[src/rtl/hb_pkg.sv]
// Package: shared types for the half-bridge interlock.
// Assumes: one synchroniser vector carries all asynchronous inputs.
package hb_pkg;

    // Bit positions inside the synchronised input vector
    localparam int unsigned IN_HI  = 0;
    localparam int unsigned IN_LO  = 1;
    localparam int unsigned IN_UVC = 2;
    localparam int unsigned IN_UVF = 3;
    localparam int unsigned IN_W   = 4;

    typedef struct packed {
        logic uv_flt;
        logic uv_vcc;
        logic lo;
        logic hi;
    } hb_in_t;

endpackage

[src/rtl/hb_sync.sv]
// Module: multi-stage flop synchroniser for a vector of asynchronous bits.
// Assumes: each bit is an independent level, with no coherence between bits;
// reset clears every stage.
module hb_sync #(
    parameter int unsigned WIDTH  = 4,
    parameter int unsigned STAGES = 2
) (
    input  logic             clk,
    input  logic             rst_n,
    input  logic [WIDTH-1:0] d_async,
    output logic [WIDTH-1:0] q_sync
);

    logic [WIDTH-1:0] stage_q [STAGES];

    genvar s;
    generate
        for (s = 0; s < STAGES; s++) begin : g_stage
            if (s == 0) begin : g_first
                // Capture the asynchronous inputs
                always_ff @(posedge clk) begin
                    if (!rst_n) stage_q[0] <= '0;
                    else        stage_q[0] <= d_async;
                end
            end else begin : g_next
                // Shift one stage further along the chain
                always_ff @(posedge clk) begin
                    if (!rst_n) stage_q[s] <= '0;
                    else        stage_q[s] <= stage_q[s-1];
                end
            end
        end
    endgenerate

    assign q_sync = stage_q[STAGES-1];

endmodule

[src/rtl/hb_dead_timer.sv]
// Module: down-counter that measures the dead-time interval.
// Assumes: reload wins over counting; reset loads a full interval so that
// no gate can turn on right after reset.
module hb_dead_timer #(
    parameter int unsigned DEAD_CYCLES = 32,
    localparam int unsigned CNT_W = $clog2(DEAD_CYCLES + 1)
) (
    input  logic clk,
    input  logic rst_n,
    input  logic reload,
    output logic expired,
    output logic running
);

    localparam logic [CNT_W-1:0] LOAD_VAL = CNT_W'(DEAD_CYCLES);

    logic [CNT_W-1:0] remain_q;

    // Load on reset or reload, otherwise count down to zero and hold
    always_ff @(posedge clk) begin
        if (!rst_n)               remain_q <= LOAD_VAL;
        else if (reload)          remain_q <= LOAD_VAL;
        else if (remain_q != '0)  remain_q <= remain_q - 1'b1;
    end

    assign expired = (remain_q == '0);
    assign running = !expired;

endmodule

[src/rtl/hb_gate_ctrl.sv]
// Module: gate decision logic. It applies the conflict interlock and the
// undervoltage masks, detects turn-off events and flag releases, and turns
// gates on only after the dead time has expired.
// Assumes: inputs are already synchronised; the timer's expired flag comes
// from a register, so there is no combinational loop through reload.
module hb_gate_ctrl
    import hb_pkg::*;
(
    input  logic   clk,
    input  logic   rst_n,
    input  hb_in_t sin,
    input  logic   dt_expired,
    output logic   dt_reload,
    output logic   hi_gate,
    output logic   lo_gate,
    output logic   conflict
);

    logic hi_q, lo_q;
    logic uvc_prev_q, uvf_prev_q;
    logic want_hi, want_lo;
    logic turn_off, uv_release;
    logic hi_d, lo_d;

    // Requests after the interlock and the supply masks
    always_comb begin
        conflict = sin.hi & sin.lo;
        want_hi  = sin.hi & ~sin.lo & ~sin.uv_vcc & ~sin.uv_flt;
        want_lo  = sin.lo & ~sin.hi & ~sin.uv_vcc;
    end

    // Events that restart the dead time
    always_comb begin
        turn_off   = (hi_q & ~want_hi) | (lo_q & ~want_lo);
        uv_release = (uvc_prev_q & ~sin.uv_vcc) | (uvf_prev_q & ~sin.uv_flt);
        dt_reload  = turn_off | uv_release;
    end

    // Next gate state: turn off at once, turn on only when the path is clear
    always_comb begin
        hi_d = hi_q ? want_hi : (want_hi & dt_expired & ~lo_q & ~dt_reload);
        lo_d = lo_q ? want_lo : (want_lo & dt_expired & ~hi_q & ~dt_reload);
    end

    // Gate registers
    always_ff @(posedge clk) begin
        if (!rst_n) begin
            hi_q <= 1'b0;
            lo_q <= 1'b0;
        end else begin
            hi_q <= hi_d;
            lo_q <= lo_d;
        end
    end

    // Previous flag levels, used to detect a release
    always_ff @(posedge clk) begin
        if (!rst_n) begin
            uvc_prev_q <= 1'b0;
            uvf_prev_q <= 1'b0;
        end else begin
            uvc_prev_q <= sin.uv_vcc;
            uvf_prev_q <= sin.uv_flt;
        end
    end

    assign hi_gate = hi_q;
    assign lo_gate = lo_q;

endmodule

[src/rtl/hb_deadtime_ctrl.sv]
// Module: top of the half-bridge interlock and dead-time controller.
// Assumes: commands and undervoltage flags are asynchronous levels; the
// flags already include their hysteresis; DEAD_CYCLES >= 1.
module hb_deadtime_ctrl
    import hb_pkg::*;
#(
    parameter int unsigned DEAD_CYCLES = 32,
    parameter int unsigned SYNC_STAGES = 2
) (
    input  logic clk,
    input  logic rst_n,
    input  logic hi_cmd,
    input  logic lo_cmd,
    input  logic uv_vcc,
    input  logic uv_float,
    output logic hi_gate,
    output logic lo_gate,
    output logic dt_active,
    output logic interlock_fault
);

    logic [IN_W-1:0] raw_vec;
    logic [IN_W-1:0] sync_vec;
    hb_in_t          sin;
    logic            reload, expired;

    // Pack the asynchronous inputs into the synchroniser vector
    always_comb begin
        raw_vec         = '0;
        raw_vec[IN_HI]  = hi_cmd;
        raw_vec[IN_LO]  = lo_cmd;
        raw_vec[IN_UVC] = uv_vcc;
        raw_vec[IN_UVF] = uv_float;
    end

    hb_sync #(
        .WIDTH  (IN_W),
        .STAGES (SYNC_STAGES)
    ) u_sync (
        .clk     (clk),
        .rst_n   (rst_n),
        .d_async (raw_vec),
        .q_sync  (sync_vec)
    );

    // Unpack the synchronised vector into named fields
    always_comb begin
        sin.hi     = sync_vec[IN_HI];
        sin.lo     = sync_vec[IN_LO];
        sin.uv_vcc = sync_vec[IN_UVC];
        sin.uv_flt = sync_vec[IN_UVF];
    end

    hb_dead_timer #(
        .DEAD_CYCLES (DEAD_CYCLES)
    ) u_timer (
        .clk     (clk),
        .rst_n   (rst_n),
        .reload  (reload),
        .expired (expired),
        .running (dt_active)
    );

    hb_gate_ctrl u_gate (
        .clk        (clk),
        .rst_n      (rst_n),
        .sin        (sin),
        .dt_expired (expired),
        .dt_reload  (reload),
        .hi_gate    (hi_gate),
        .lo_gate    (lo_gate),
        .conflict   (interlock_fault)
    );

endmodule

[config.mk]
export PLATFORM = sky130hd
export DESIGN_NAME = hb_deadtime_ctrl
export DESIGN_NICKNAME = d
export VERILOG_FILES = /design/src/rtl/hb_pkg.sv /design/src/rtl/hb_sync.sv /design/src/rtl/hb_dead_timer.sv /design/src/rtl/hb_gate_ctrl.sv /design/src/rtl/hb_deadtime_ctrl.sv
export SDC_FILE = /design/constraint.sdc
export NUM_CORES = 1
export LEC_CHECK = 0
export BUFFER_PORTS_ARGS = -buffer_cell sky130_fd_sc_hd__buf_4
export CAP_MARGIN = 20
export CORE_MARGIN = 2
export CORE_UTILIZATION = 25
export CTS_CLUSTER_DIAMETER = 150
export DETAILED_ROUTE_END_ITERATION = 8
export GPL_TIMING_DRIVEN = 1
export PLACE_DENSITY = 0.41
export SETUP_SLACK_MARGIN = 0.4
export SLEW_MARGIN = 20
export SYNTH_ARGS = -nofsm -noshare
export SYNTH_HDL_FRONTEND = slang
export SYNTH_SLANG_ARGS = --single-unit
[constraint.sdc]
create_clock -name clk -period 2 [get_ports clk]
set_input_delay 0.2 -clock clk [delete_from_list [all_inputs] [get_ports clk]]
set_output_delay 0.2 -clock clk [all_outputs]
set_load 0.01 [all_outputs]
==> results.txt <==
Fin nets - 88
Critical Path End Type - register
Worst Path Max Fanout - 6
HP Class - primary input to register
Synth warn - 0
Routed wire per std cell - 9.862 µm
CP Class - register to register
Wire length on met2 - 422 µm
TritonCTS clock tree - built
Synth area leader - dfxtp_1
Normalized max-slew margin - 0.8298
Setup TNS Final - 0 ns
Static Leak - 0.3369 nW
TritonCTS Sinks - 18
Synthesized netlist cell count - 66
Syn Area/Cell - 10.16 µm²
Post-layout minimum cycle time - 1.597 ns
Die X - 55.80 µm
All-Layer GR Usage - 0.08147
Placed insts - 103
Number of global-route vias before repair - 437
Drt first-iter violations - 7
Power density over the cells - 1157 mW/mm²
CTS Buffer Depth - 2
Cts hold-fix bufs - 0
Hold slack - 0.1017 ns
First-pass GRT wire length - 1.890 mm
Max VDD drop - 362.7 µV
Synth top area share - 0.5373
Vias per cell - 4.266
Area Overhead vs Synth - 23.69%
Post-route DRC - 0
Core Box Area - 0.002500 mm²
Met1 wire length - 539 µm
Final Skew - 0.006386 ns
Met3 wire len - 65 µm
Data arrival, critical path - 1.80 ns
Pin count of the biggest net entering global routing - 14
Status - finished, final reports clean
Period utilization - 0.7983
Fillers - 264
Antenna violations before repair - 0
Fin worst setup slack - 0.4033 ns
Worst Tran Pin Value - 0.2553 ns
Final-report max-slew violation count - 0
Final Power - 0.0009600 W
Post-Layout Cell Count - 109
Rows - 18
Final wirelength - 1.075 mm
Dpl ws - 0.3860 ns
Drt first pass iters - 4
Data required time of the worst path - 2.20 ns
Final GP Congestion - 0.6654
Yosys reg bits - 18
Max Cap Viol - 0
Number of buffers created by CTS - 3
Vias - 465
H-tree Lvls - 1
CTS clk-pin slew, worst paths - 0.11 ns
RSZ-0062 raised after global routing - yes
Total gr overflow - 0
Fmax - 626.3 MHz
Commonest non-fill, non-tap cell in the layout - dfxtp_1
Buffer type at the clock tree root - clkbuf_4
Antenna fix cells - 0
Area of the mapped netlist - 670.6 µm²
Top layer reached by signal wires - met4
IO Port Bufs - 9
Worst-Skew Late Latency - 0.30 ns
Post-route ant nets - 0
Hold Vio Cnt, Final - 0
Final count of negative-setup-slack endpoints - 0
Synth area leaders - dfxtp_1 (54%), and2_1 (9.3%), nor3_1 (4.5%)
Die area - 0.003113 mm²
Boundary pin count - 10
Chip height - 55.80 µm
Initial core utilization - 0.2683
Seq/Total Area, Yosys - 0.5373
Worst Setup Start Kind - register
Number of library cell types mapped by synthesis - 23
Syn_nets - 74
Most frequent cells in the layout - dfxtp_1 (14), buf_4 (11), and2_1 (10)
Layout cells sized above 1 - 0.3418
==> state kept, by name (all words and copies together), names as in the netlist <==
register	flops
u_gate.lo_gate	1
u_timer.remain_q	6
u_gate.uvf_prev_q	1
u_sync.stage_q	8
u_gate.hi_gate	1
u_gate.uvc_prev_q	1
==> synthesized netlist by cell type <==
cell      number
a211oi_2       1
ha_1           2
inv_2          1
a211o_1        1
inv_1          4
and2_2         1
a21oi_1        2
o221ai_1       1
and3b_1        1
xor2_1         1
or3_1          2
buf_2          1
nand3_1        1
xnor2_1        3
nand2_1        3
dfxtp_1       18
and2_1        10
nor3_1         6
a221o_2        1
nor2_1         3
clkbuf_1       1
or4b_4         1
or3b_2         1
==> worst paths after layout <==
path	startpoint	cells past startpoint	endpoint	slack, ns
setup reg to reg	u_sync.stage_q[1][2]	3	u_timer.remain_q[5]	0.40
hold reg to reg	u_sync.stage_q[0][1]	1	u_sync.stage_q[1][1]	0.43
hold / removal	hi_cmd	2	u_sync.stage_q[0][0]	0.10
setup / recovery	u_sync.stage_q[1][2]	3	u_timer.remain_q[5]	0.40
==> through the flow <==
step	util	instance area [µm²]
after floorplan	-	670.6
after global placement	0.3068	767.0
after detailed placement	0.3068	767.0
after CTS	0.3313	828.3
after global routing	0.3318	829.5
final	0.3318	829.5
==> critical path, cell delays in order, from the launching register on <==
cell and delay, ns:
dfxtp_2 0.33, or4b_4 0.53, a221o_2 0.41, a211o_1 0.24
==> layer usage <==
layer | track usage | up-vias
met5 | 0 | -
met4 | 0.07317 | 0
met3 | 0.02326 | 5
met2 | 0.1105 | 13
met1 | 0.1027 | 203
li1 | - | 244
==> timing repair <==
item / CTS / global route
pin swaps: 0 / 1
resized for setup: 5 / 1
setup buffers: 2 / 0
gates cloned: 0 / 0
endpoints found under the setup margin: 2 / 6
==> final cells by class <==
class / instances / area, µm² / share of cell area
sequential: 18 / 365.4 / 0.4404
clock buffer: 4 / 36.28 / 0.04374
timing repair buffer: 11 / 82.58 / 0.09955
inverter: 5 / 18.77 / 0.02262
multi-input combinational: 41 / 289.0 / 0.3484
tap: 30 / 37.54 / 0.04525
==> kinds of logic (layout without fill, tap and decap cells) <==
kind of cell    count (synthesis)  after routing  share of synthesized area
compound gates                  6              6                    0.07649
xor+xnor                        4              4                    0.05225
fa+ha+maj                       2              2                    0.03731
buf+inv                         7             20                    0.04102
flops                          18             18                     0.5373
simple gates                   29             29                     0.2556
==> power by group <==
| group | internal [W] | switching [W] | leakage (nW) |
|---|---|---|---|
| Sequential | 0.000420 | 0.0000455 | 0.150 |
| Clock | 0.000111 | 0.000117 | 0.0210 |
| Combinational | 0.000137 | 0.000128 | 0.166 |
No activity file was read; power rests on OpenSTA's default activity.
